**src/rtl/trig_pkg.sv**
```systemverilog
package trig_pkg;

  // Condition of a single channel; unmasked channels always hold.
  function automatic logic chan_cond(input logic m, input logic v, input logic e,
                                     input logic cur, input logic prev, input logic first);
    logic lvl;
    logic edg;
    lvl = (cur == v);
    edg = !first && (prev != v) && (cur == v);
    return !m || (e ? edg : lvl);
  endfunction

  // External line: rise_en / fall_en select edges, either edge when both set.
  function automatic logic ext_cond(input logic rise_en, input logic fall_en,
                                    input logic cur, input logic prev, input logic first);
    logic rise;
    logic fall;
    rise = !prev && cur;
    fall = prev && !cur;
    if (!rise_en && !fall_en) return 1'b1;
    return !first && ((rise_en && rise) || (fall_en && fall));
  endfunction

endpackage

```
**src/rtl/trig_cfg_store.sv**
```systemverilog
module trig_cfg_store #(
  parameter int CFG_W = 64
) (
  input  logic             clk,
  input  logic             rst_n,
  input  logic             load,
  input  logic [CFG_W-1:0] mask_i,
  input  logic [CFG_W-1:0] value_i,
  input  logic [CFG_W-1:0] edge_i,
  output logic [CFG_W-1:0] mask_o,
  output logic [CFG_W-1:0] value_o,
  output logic [CFG_W-1:0] edge_o
);

  always_ff @(posedge clk) begin
    if (!rst_n) begin
      mask_o  <= '0;
      value_o <= '0;
      edge_o  <= '0;
    end else if (load) begin
      mask_o  <= mask_i;
      value_o <= value_i;
      edge_o  <= edge_i;
    end
  end

endmodule

```
**src/rtl/trig_history.sv**
```systemverilog
module trig_history #(
  parameter int NUM_CH = 34
) (
  input  logic              clk,
  input  logic              rst_n,
  input  logic              arm,
  input  logic              smp_valid,
  input  logic [NUM_CH-1:0] smp_data,
  input  logic              ext_in,
  output logic [NUM_CH-1:0] prev_data,
  output logic              prev_ext,
  output logic              first
);

  always_ff @(posedge clk) begin
    if (!rst_n) begin
      prev_data <= '0;
      prev_ext  <= 1'b0;
    end else if (smp_valid) begin
      prev_data <= smp_data;
      prev_ext  <= ext_in;
    end
  end

  // First accepted sample after arming is flagged.
  always_ff @(posedge clk) begin
    if (!rst_n)         first <= 1'b1;
    else if (arm)       first <= 1'b1;
    else if (smp_valid) first <= 1'b0;
  end

endmodule

```
**src/rtl/trig_eval.sv**
```systemverilog
module trig_eval
  import trig_pkg::*;
#(
  parameter int NUM_CH       = 34,
  parameter int CFG_W        = 64,
  parameter int EXT_FALL_BIT = 34,
  parameter int EXT_RISE_BIT = 35
) (
  input  logic [CFG_W-1:0]  mask,
  input  logic [CFG_W-1:0]  value,
  input  logic [CFG_W-1:0]  edge_sel,
  input  logic [NUM_CH-1:0] cur,
  input  logic [NUM_CH-1:0] prev,
  input  logic              cur_ext,
  input  logic              prev_ext,
  input  logic              first,
  output logic [NUM_CH-1:0] chan_ok,
  output logic              ext_ok,
  output logic              all_ok
);

  for (genvar i = 0; i < NUM_CH; i++) begin : g_ch
    assign chan_ok[i] = chan_cond(mask[i], value[i], edge_sel[i], cur[i], prev[i], first);
  end

  assign ext_ok = ext_cond(mask[EXT_RISE_BIT], mask[EXT_FALL_BIT], cur_ext, prev_ext, first);
  assign all_ok = (&chan_ok) && ext_ok;

endmodule

```
**src/rtl/trigger_matcher.sv**
```systemverilog
module trigger_matcher #(
  parameter int NUM_CH = 34,
  parameter int CFG_W  = 64
) (
  input  logic              clk,
  input  logic              rst_n,
  input  logic              arm,
  input  logic [CFG_W-1:0]  cfg_mask,
  input  logic [CFG_W-1:0]  cfg_value,
  input  logic [CFG_W-1:0]  cfg_edge,
  input  logic              smp_valid,
  input  logic [NUM_CH-1:0] smp_data,
  input  logic              ext_trig,
  output logic              trig_pulse
);

  localparam int EXT_FALL_BIT = NUM_CH;
  localparam int EXT_RISE_BIT = NUM_CH + 1;

  logic [CFG_W-1:0]  mask_q, value_q, edge_q;
  logic [NUM_CH-1:0] prev_data;
  logic [NUM_CH-1:0] chan_ok;
  logic              prev_ext, first_q, ext_ok, all_ok;
  logic              armed_q;
  logic              hit;
  logic              mask_zero;

  trig_cfg_store #(.CFG_W(CFG_W)) u_cfg (
    .clk(clk), .rst_n(rst_n), .load(arm),
    .mask_i(cfg_mask), .value_i(cfg_value), .edge_i(cfg_edge),
    .mask_o(mask_q), .value_o(value_q), .edge_o(edge_q)
  );

  trig_history #(.NUM_CH(NUM_CH)) u_hist (
    .clk(clk), .rst_n(rst_n), .arm(arm), .smp_valid(smp_valid),
    .smp_data(smp_data), .ext_in(ext_trig),
    .prev_data(prev_data), .prev_ext(prev_ext), .first(first_q)
  );

  trig_eval #(
    .NUM_CH(NUM_CH), .CFG_W(CFG_W),
    .EXT_FALL_BIT(EXT_FALL_BIT), .EXT_RISE_BIT(EXT_RISE_BIT)
  ) u_eval (
    .mask(mask_q), .value(value_q), .edge_sel(edge_q),
    .cur(smp_data), .prev(prev_data), .cur_ext(ext_trig), .prev_ext(prev_ext),
    .first(first_q), .chan_ok(chan_ok), .ext_ok(ext_ok), .all_ok(all_ok)
  );

  // Named event for the checker: no condition bit selected at all.
  assign mask_zero = (mask_q[EXT_RISE_BIT:0] == '0);

  assign hit = armed_q && smp_valid && !arm && all_ok;

  always_ff @(posedge clk) begin
    if (!rst_n)   armed_q <= 1'b0;
    else if (arm) armed_q <= 1'b1;
    else if (hit) armed_q <= 1'b0;
  end

  always_ff @(posedge clk) begin
    if (!rst_n) trig_pulse <= 1'b0;
    else        trig_pulse <= hit;
  end

endmodule

```
**config.mk**
```make
export PLATFORM = sky130hd
export DESIGN_NAME = trigger_matcher
export DESIGN_NICKNAME = d
export VERILOG_FILES = /design/src/rtl/trig_pkg.sv /design/src/rtl/trig_cfg_store.sv /design/src/rtl/trig_history.sv /design/src/rtl/trig_eval.sv /design/src/rtl/trigger_matcher.sv
export SDC_FILE = /design/constraint.sdc
export NUM_CORES = 1
export LEC_CHECK = 0
export ABC_AREA = 0
export CAP_MARGIN = 30
export CORE_ASPECT_RATIO = 0.5
export CORE_UTILIZATION = 30
export CTS_CLUSTER_DIAMETER = 100
export DETAILED_ROUTE_END_ITERATION = 6
export GPL_ROUTABILITY_DRIVEN = 0
export SLEW_MARGIN = 10
export SYNTH_ARGS = -nofsm -noshare
export SYNTH_HDL_FRONTEND = slang
export SYNTH_SLANG_ARGS = --single-unit
```
**constraint.sdc**
```tcl
create_clock -name clk -period 5.5 [get_ports clk]
set_input_delay 0.825 -clock clk [delete_from_list [all_inputs] [get_ports clk]]
set_output_delay 0.825 -clock clk [all_outputs]
set_load 0.01 [all_outputs]
```
Word-level counts from Yosys, hierarchy flattened --
Index checks and enable logic that the tools add are counted.
Cells by class: add/subtract/negate cells 0, mux-type cells 39, bitwise gates (word level) 1, shift-type cells 0, divide/modulo/power cells 0, multiply operators 0, order comparisons 0, reduce and logical (&&, ||, !) cells 156, eq/ne operators 68
Operators with widths (count):
- $logic_and 1x1->1 | 78
- $logic_not 1->1 | 40
- $mux 1 | 39
- $logic_or 1x1->1 | 35
- $eq 1x1->1 | 34
- $ne 1x1->1 | 34
- $reduce_and 34->1 | 1
- $reduce_bool 2->1 | 1
- $reduce_or 2->1 | 1
- $not 1->1 | 1
Word-level totals: latch bits 0, bits of input ports 231, output and inout port bits 1, flip-flop bits (word level) 142, word-level logic and storage cells 272, memories kept 0, bits in read-only memories 0, memory bits (writable) 0

Depth between registers and ports, before layout --
Gate-level depths: netlist of run 1.
depth in word-level cells 10, gate-level depth with buffers 10, gate-level depth less buffers 7

Cells and area by module --
Synthesis of run 1 repeated with hierarchy kept, for this count alone.
Unflattened totals: cells, all modules 968, area, all modules 10347.4 µm²
By module, submodules not included:
- trig_cfg_store | area an instance 7463.4 µm², cells an instance 619, sequential area each 3843.7 µm², instances 1
- trig_eval | area an instance 1426.4 µm², cells an instance 227, sequential area each 0.0 µm², instances 1
- trig_history | area an instance 1386.3 µm², cells an instance 115, sequential area each 720.7 µm², instances 1
- trigger_matcher | area an instance 71.3 µm², cells an instance 7, sequential area each 40.0 µm², instances 1

Worst setup path after synthesis of run 1 --
No wires, ideal clock.
path type input to register, start point in smp_valid, end point reg armed_q, slack 2.919 ns, data required time 5.384 ns, data arrival time 2.464 ns, library setup time 0.116 ns, cell stages on the path 6, path buffers 1, cells stage by stage clkbuf_1 nand2_1 nor3_1 or4b_1 or4_1 o211a_1
Between the ends: cells in the longest elaborated chain, start to end 4
Ends and longest elaborated chain:
- start, declared | line trigger_matcher.sv:11 | input logic smp_valid,
- $logic_and 1x1->1 (3 in a row) | line trigger_matcher.sv:52 | assign hit = armed_q && smp_valid && !arm && all_ok;
- $reduce_bool 2->1 (no line)
- end signal, assigned | line trigger_matcher.sv:55 | if (!rst_n) armed_q <= 1'b0;
- end signal, assigned | line trigger_matcher.sv:56 | else if (arm) armed_q <= 1'b1;
- end signal, assigned | line trigger_matcher.sv:57 | else if (hit) armed_q <= 1'b0;
- end, declared | line trigger_matcher.sv:24 | logic armed_q;
Every way passes these cells. A chain may end at the register's enable or synchronous reset.

Worst setup path after layout of run 1 --
start point in smp_data[7], end point reg armed_q
Between the ends: cells in the longest elaborated chain, start to end 8
Ends and longest elaborated chain:
- start, declared | line trigger_matcher.sv:12 | input logic [NUM_CH-1:0] smp_data,
- $eq 1x1->1 * | line trig_pkg.sv:8, trig_pkg.sv:9
- $logic_and 1x1->1 | line trig_pkg.sv:9 | edg = !first && (prev != v) && (cur == v);
- $mux 1 * | line trig_pkg.sv:10 | return !m || (e ? edg : lvl);
- $logic_or 1x1->1 * | line trig_pkg.sv:10
- $reduce_and 34->1 * | line trig_eval.sv:27 | assign all_ok = (&chan_ok) && ext_ok;
- $logic_and 1x1->1 * | line trig_eval.sv:27
- $logic_and 1x1->1 * | line trigger_matcher.sv:52
- $reduce_bool 2->1 (no line) *
Mark *: on every way between the ends. The rest lies on a longest branch, timed or not.

==> results summary, run 1 <==
The synthesized design contains around 140 register bits. The worst voltage drop across the vdd grid is 0.000216 V. The number of routed nets with antenna violations is 0. The area fraction of the dominant cell type after synthesis is a little under half.

The worst setup slack after placement is around 1.7 ns. The routed via count came out at approximately 4.9k. The initial utilization of the core area, before any placement, comes to between 30% and 40%. The clock latency on the worst-skew pair is roughly 0.42 ns. The source of the worst register-to-register timing path is u_hist.first$_SDFFE_PP1P_.

At the pin with the least slew margin, the transition time is 1.11 ns. The synthesized design spends more area on one cell type than any other, namely sky130_fd_sc_hd__dfxtp_1. The synthesis warning total is 0. The library cell used as clock root buffer is sky130_fd_sc_hd__clkbuf_16. The wire length of the first global-routing pass is 25400 um.

The number of buffers added on ports came out at between 100 and 150. Wires add up to between 15000 and 20000 um. The number of pins with negative max-slew slack in the final report came out at 0. The portion of synthesized area spent on multiplexers is a little under a quarter. Post-CTS timing repair inserted 0 buffers for setup. The level count of the clock H-tree came out at 4. Setup slack closes at approximately 2.2 ns. Tracing the worst setup path back leads to its startpoint at smp_data[7]. The row count came out at 36. The tightest min-delay check is of the register to register type.

The post-synthesis async set-or-reset flop share is 0%. The synthesized area divided by synthesized cell count came out at 9.66 um^2. The number of clock sinks seen by CTS came out at 142.

The final number of hold-violating endpoints is 0. The total routing usage reported by global routing is around 16%. The reported max-cap violation count is 0.

Clock skew on the completed layout was measured at 0.00567 ns. Summed over all cells, the static leakage comes to 3.38 nW. STA classifies the critical path startpoint as a primary input. The post-synthesis cell type count is 36. For this run the aggregate overflow at the end of global routing stands at 0. The antenna diode instance count came out at 0. The setup TNS came out at 0 ns. The growth of design area from synthesis to finish came out at 37.3%. The post-synthesis xor/xnor area fraction is 0%.

The initial antenna violation count came out at 2. The critical path in this run is classified as primary input to register. The maximum frequency from static timing analysis is 0.304 GHz. The pin count of the biggest net entering global routing is 60. Counting flops with a built-in enable in the synthesized netlist gives 0.

Setup repair after global routing left no endpoint under its margin. The fraction of the mapped netlist area in compound gates came out at around 13%. The fraction of the mapped netlist area in simple logic gates is 13.4%. The sequential-to-total area share from yosys stat came out at 47.5%. Setup violations remaining at the end of the flow were counted as 0. The placed instances occupy a cell area of around 7600 um^2. The first-pass iteration count of the detailed router came out at 6. The final hold slack is 0.493 ns. Dividing the detail-routed wire length by the instance count gives approximately 16 um. After detailed routing, the number of remaining DRC violations is 0.

Dividing total power by cell area gives a power density of between 300 and 400 nW/um^2. Headroom to the max-slew limit came out at between 20% and 30%. The core footprint is between 15000 and 20000 um^2. After synthesis, the most frequently instantiated cells are sky130_fd_sc_hd__dfxtp_1, sky130_fd_sc_hd__nor2_1, sky130_fd_sc_hd__mux2i_1. The arithmetic-cell share of the synthesized area counting full adders, half adders and majority gates is 0%. Ranked by total cell area, the synthesized netlist is headed by sky130_fd_sc_hd__dfxtp_1, sky130_fd_sc_hd__mux2i_1, sky130_fd_sc_hd__nor2_1. The smallest clock period supported by the final layout is computed as about 3.3 ns. Buffers inserted during clock tree synthesis total 17. In this run the horizontal extent of the chip is 202 um.

The synthesized net count is 851. The synthesized cell area came out at roughly 6000 um^2. The wire-length estimate of the detail-placed layout is around 11000 um. The run finished with clean final reports. The setup slack of the most critical reg-to-reg path came out at between 2 and 2.5 ns. The number of cells upsized or downsized after cts is 0. In the final layout, the share of cells above drive strength 1 is under 10%.

By area, the combinational part of the netlist is dominated by multiplexers. Synthesis produced 620 cells. After the last flow step, the layout net total stands at 980. The capture point of the worst path is armed_q$_SDFFE_PN0P_. The die area came out at 20600 um^2. The detailed router's first-iteration violation count came out at approximately 160. The maximum fanout count along the critical path is 3. The worst setup path is captured at a register.

After detailed routing, the number of vias per cell comes to around 4.8. The cell depth of the worst flop-to-flop path came out at 7. The chip height came out at 102 um. The number of global-route vias before repair is 4804.

The leading register cell type out of synthesis is sky130_fd_sc_hd__dfxtp_1. The layout has about 1.9k filler cells. Summing all non-filler instances in the final layout gives an area of roughly 8000 um^2. The number of hold buffers added after CTS was 0. The clock tree from TritonCTS is done. The final critical path takes up approximately three fifths of the cycle. The utilization after layout came out at between 40% and 50%. The critical path data required time is about 5.8 ns.

Counting along the longest clock path gives a buffer depth of 2. The CTS clock-pin slew for the worst setup and hold paths came out at 0.07 ns. The endpoint identified for the worst register-to-register timing path is armed_q$_SDFFE_PN0P_. ~230 I/O pins were placed. The worst endpoint data arrival time is 3.60 ns.
==> cells by family (layout without fill, tap and decap cells) <==
| kind of cell | Yosys count | in the layout |
|---|---|---|
| AOI/OAI and AO/OA | 106 | 106 |
| buffers and inverters | 41 | 183 |
| DFF | 142 | 142 |
| muxes | 139 | 139 |
| and+or+nand+nor | 192 | 192 |
==> per-layer routing <==
layer | part of all wire [%] | track usage, % | routed length [um] | vias up
met5 | 0 | 0 | 0 | -
li1 | - | - | - | 2499
met2 | 46 | 26.9 | 7500 | 81
met3 | 3.2 | 3.16 | 523 | 20
met4 | 1.6 | 5.65 | 262 | 0
met1 | 49 | 20.8 | 8000 | 2323
==> per-stage QoR <==
stage / power, W / std cells
final: 0.00261 / 1028
after global routing: 0.00273 / 1028
after CTS: 0.00265 / 1028
after detailed placement: 0.00146 / 996
after global placement: 0.00145 / 995
after floorplan: 0.00130 / 620
==> worst min path at each step <==
stage / startpoint / depth (start not counted) / end / slack (ns)
floorplan: u_cfg.mask_o[10]$_SDFFE_PN0P_ / 2 / u_cfg.mask_o[10]$_SDFFE_PN0P_ / 0.45
global placement: armed_q$_SDFFE_PN0P_ / 1 / armed_q$_SDFFE_PN0P_ / 0.47
detailed placement: u_cfg.mask_o[11]$_SDFFE_PN0P_ / 2 / u_cfg.mask_o[11]$_SDFFE_PN0P_ / 0.48
CTS: u_cfg.mask_o[3]$_SDFFE_PN0P_ / 2 / u_cfg.mask_o[3]$_SDFFE_PN0P_ / 0.50
global route: u_cfg.mask_o[23]$_SDFFE_PN0P_ / 2 / u_cfg.mask_o[23]$_SDFFE_PN0P_ / 0.52
finish: u_cfg.mask_o[17]$_SDFFE_PN0P_ / 2 / u_cfg.mask_o[17]$_SDFFE_PN0P_ / 0.49
==> registers in the layout, summed over array words and instances (netlist names) <==
| name | flops |
|---|---|
| u_cfg.value_o | 34 |
| u_cfg.mask_o | 36 |
| armed_q | 1 |
| u_hist.prev_data | 34 |
| u_hist.first | 1 |
| u_cfg.edge_o | 34 |
| u_hist.prev_ext | 1 |
| trig_pulse | 1 |
==> where the power goes <==
part	internal, W	switching, W
Sequential	0.00109	0.0000395
Clock	0.000689	0.000480
Combinational	0.000176	0.000134
==> final cells by class <==
type	count	area, um^2	share of cell area (%)
inverters	3	18.8	0.228
well taps	266	333	4.05
clock buffers	18	439	5.34
repair buffers	148	1480	18.0
flip-flops and latches	142	2840	34.6
multi-input cells	437	2950	35.9
clock inverters	14	159	1.93
==> cells in the final DEF (no fill, tap or decap), types with 2 or more instances in the layout <==
cell type                           n
sky130_fd_sc_hd__dfxtp_1          142
sky130_fd_sc_hd__o311ai_0          14
sky130_fd_sc_hd__buf_4              4
sky130_fd_sc_hd__inv_6              3
sky130_fd_sc_hd__o311a_1            4
sky130_fd_sc_hd__a21boi_0          17
sky130_fd_sc_hd__or4_1              2
sky130_fd_sc_hd__bufinv_16          2
sky130_fd_sc_hd__nor2_1           142
sky130_fd_sc_hd__clkinv_2           2
sky130_fd_sc_hd__o311ai_1          14
sky130_fd_sc_hd__mux2i_1          139
sky130_fd_sc_hd__o21ai_0           31
sky130_fd_sc_hd__nand2_1            4
sky130_fd_sc_hd__clkbuf_16         17
sky130_fd_sc_hd__nand4_1            7
sky130_fd_sc_hd__o21ai_1            2
sky130_fd_sc_hd__nand3_1           32
sky130_fd_sc_hd__clkdlybuf4s50_1  141
sky130_fd_sc_hd__a21oi_1            2
sky130_fd_sc_hd__a21boi_1          14
sky130_fd_sc_hd__clkinv_4           6
==> critical path: stages <==
cell	delay [ns]
sky130_fd_sc_hd__clkdlybuf4s50_1	0.44
sky130_fd_sc_hd__o311ai_0	0.81
sky130_fd_sc_hd__nand4_1	0.36
sky130_fd_sc_hd__or4_1	0.48
sky130_fd_sc_hd__or4_1	0.55
sky130_fd_sc_hd__o211a_1	0.13
Power figures use the tool's default switching activity.
==> run 2: changes to the inputs <==
==> constraint.sdc (replaced) <==
create_clock -name clk -period 2.7 [get_ports clk]
set_input_delay 0.405 -clock clk [delete_from_list [all_inputs] [get_ports clk]]
set_output_delay 0.405 -clock clk [all_outputs]
set_load 0.01 [all_outputs]
==> results summary, run 2 (synthesis gave the netlist of run 1 again) <==
The flow ran to the end, and the final reports show no timing, DRC or antenna violations. The cts-stage hold buffer count was 0 (unchanged). The wire length of the first global-routing pass is 25300 um (-0.54%). The overall die width came out at 202 um (unchanged). The maximum fanout count along the critical path is 7 (+4). The detailed router's first-iteration violation count is 265 (+64%). The setup slack of the most critical reg-to-reg path came out at 0.12 ns (-2.23 ns). On the critical path, the stage with the largest delay is an instance of sky130_fd_sc_hd__or4_4.

The worst setup path is of the register to register kind. The buffer levels on the longest clock path came out at 2 (unchanged). The final critical-path required period is between 2 and 3 ns. Leaving out fill and tap cells, the most frequent cell in the layout is sky130_fd_sc_hd__nor2_1. The met1 wire length is 8260 um (+3.3%). The total leakage power came out at 3.50 nW (+3.6%). The power consumption is 0.00537 W (+110%). The utilization after layout came to 43.5% (+1.4 points).

The initial cell density of the core is 30.7% (unchanged). The worst voltage drop across the vdd grid is 0.000451 V (+110%). The row count came to 36 (unchanged). More flip-flops sit in one register than any other, and that register is u_cfg.mask_o. The fraction of final layout cells with drive strength greater than 1 is 8.67% (+3.2 points).

The placed cell count is 1012 (+1.6%). The buffering stage count on the worst path with inverters included was 3 (+2). The amount of wire on met3 after detailed routing is 456 um (-13%).

The core footprint came out at 19500 um^2 (unchanged). The pin count of the biggest net entering global routing is 107 (+78%). The min-delay analysis places its worst path in the category primary input to register. STA classifies the critical path startpoint as a register.

The count of filler cells inserted in the layout is 1876 (+0.48%). The maximum clock skew at final layout was 0.00668 ns (+0.00101 ns). The ratio of routed vias to standard cells is 4.74 (-1.1%). The multi-input combinational cell area is 2990 um^2 (+1.1%). The largest incremental delay on the critical path came out at 0.54 ns (-0.27 ns).

The reported max-cap violation count is 0 (unchanged). The die area is 20600 um^2 (unchanged). The total routing usage reported by global routing is 16.0% (-0.058 points). The number of setup violations in the final report came out at 0 (unchanged). The number of global-route vias before repair was 4669 (-2.8%).

Dividing the final minimum period by the clock period gives 95.7%. The detailed-routed wire length on met2 was 7870 um (+4.9%). The total congestion overflow after global routing came out at 0 (unchanged). The filler-free cell count of the finished design was 1051 (+2.2%).

The relative slew slack was 48.9% (+24 points). The number of CTS-inserted buffers came out at 17 (unchanged). The post-detailed-placement half-perimeter wirelength is 11000 um (-0.40%).

The setup TNS came out at 0 ns (unchanged). The final number of hold-violating endpoints came out at 0 (unchanged). The kind of end point of the critical path is a register. The cell family contributing the most delay on the critical path is simple AND/OR/NAND/NOR gates. The first-pass iteration count of the detailed router was 7 (+1).

Walking the worst path, the cells encountered are clkinv_4 -> buf_6 -> a21boi_0 -> o311ai_2 -> buf_4 -> nand4_1 -> or4_1 -> or4_4 -> o211a_1. The clock latency on the worst-skew pair is 0.41 ns (about the same). The critical path data required time is 3.00 ns (-2.81 ns). In the layout the commonest cells are sky130_fd_sc_hd__nor2_1, sky130_fd_sc_hd__dfxtp_1, sky130_fd_sc_hd__clkdlybuf4s50_1. The worst endpoint data arrival time came out at 2.89 ns (-0.71 ns). The net count reported at finish came to 1003 (+2.3%). The CTS clock-pin slew for the worst setup and hold paths is 0.06 ns (about the same). The slew at the pin closest to its max-slew limit came out at 0.766 ns (-0.342 ns). The final routed DRC violation total came out at 0 (unchanged). The number of pins with negative max-slew slack in the final report is 0 (unchanged). The wire length after detailed routing is 16700 um (+2.3%).

The number of clock sinks seen by CTS is 142 (unchanged). The routed via count is 4979 (+1.1%). The post-detailed-route wirelength per cell came out at 15.8 um (about the same). Based on the critical path, the design can be clocked at up to 0.387 GHz. The chip height is 102 um (unchanged). The number of top-level design ports is 232 (unchanged). The number of flip-flops under the largest register name was 36 (unchanged). The area used by sequential logic in the layout was 2840 um^2 (about the same). The initial antenna violation count is 1 (-1). TritonCTS built the clock tree.

The number of buffers added on ports was 143 (unchanged). Compared with the post-synthesis result, the final layout area differs by 41.7%. Routed signal wires occupy layers up through met4. The final hold slack came to 0.457 ns (-0.0363 ns). The power per unit of standard cell area is 632 nW/um^2 (+99%). Clock tree synthesis selected as its root buffer the cell sky130_fd_sc_hd__clkbuf_16. The number of routed nets with antenna violations is 0 (unchanged).

The level count of the clock H-tree was 4 (unchanged).
## run 2: changes by cell type in the layout (fill, tap and decap cells not counted), moves of 3 or more
cell / delta
sky130_fd_sc_hd__o311ai_0: -4
sky130_fd_sc_hd__buf_12: +4
sky130_fd_sc_hd__buf_4: +16
sky130_fd_sc_hd__clkinv_4: -3
sky130_fd_sc_hd__o311ai_2: +4
## run 2: repair_timing
action | in CTS | in global routing
gates resized for setup | 4 | 10
cloned | 1 | 0
pin swaps | 0 | 4
endpoints found under the hold margin | 0 | 0
buffers inserted | 0 | 6
setup endpoints to repair | 2 | 2
## run 2: metrics by stage
| stage | setup slack [ns] | cell area, um^2 |
|---|---|---|
| 5_1_grt | -0.00722 | 8490 |
| 2_1_floorplan | 0.498 | 5990 |
| 6_report | 0.116 | 8490 |
| 3_3_place_gp | -0.537 | 7770 |
| 4_1_cts | 0.00117 | 8380 |
| 3_5_place_dp | -0.489 | 7770 |
## run 2: power by group
group	switching [W]	total [W]	internal, W
clock network	0.000933	0.00239	0.00146
registers	0.0000824	0.00230	0.00222
logic	0.000283	0.000670	0.000388
total	0.00130	0.00537	0.00407
## run 2: worst paths after layout
check,startpoint,to,cells after the start
hold / removal,arm,trig_pulse$_SDFF_PN0_,5
hold reg to reg,u_cfg.mask_o[22]$_SDFFE_PN0P_,u_cfg.mask_o[22]$_SDFFE_PN0P_,2
setup / recovery,u_hist.first$_SDFFE_PP1P_,armed_q$_SDFFE_PN0P_,9
setup reg to reg,u_hist.first$_SDFFE_PP1P_,armed_q$_SDFFE_PN0P_,9
## run 2: per-layer routing
metal	up-vias	global-route usage (%)
li1	2545	-
met5	-	0
met4	0	4.14
met3	4	3.32
met1	2365	21.7
met2	65	26.1
## run 2: worst reg2reg max path, cell delays in order (launching register included)
cell and delay [ns]:
sky130_fd_sc_hd__dfxtp_2 0.36, sky130_fd_sc_hd__clkinv_4 0.09, sky130_fd_sc_hd__buf_6 0.16, sky130_fd_sc_hd__a21boi_0 0.13
sky130_fd_sc_hd__o311ai_2 0.29, sky130_fd_sc_hd__buf_4 0.15, sky130_fd_sc_hd__nand4_1 0.17, sky130_fd_sc_hd__or4_1 0.45
sky130_fd_sc_hd__or4_4 0.54, sky130_fd_sc_hd__o211a_1 0.12
## run 2: cell type report
cell class                 instances  area share [%]
clock buffer                      19            5.10
clock inverter                    12            1.90
timing repair inverter             1          0.0590
tap                              266            3.92
multi-input combinational        437            35.2
antenna                            1          0.0295
inverter                           3           0.221
sequential                       142            33.5
timing repair buffer             170            20.1
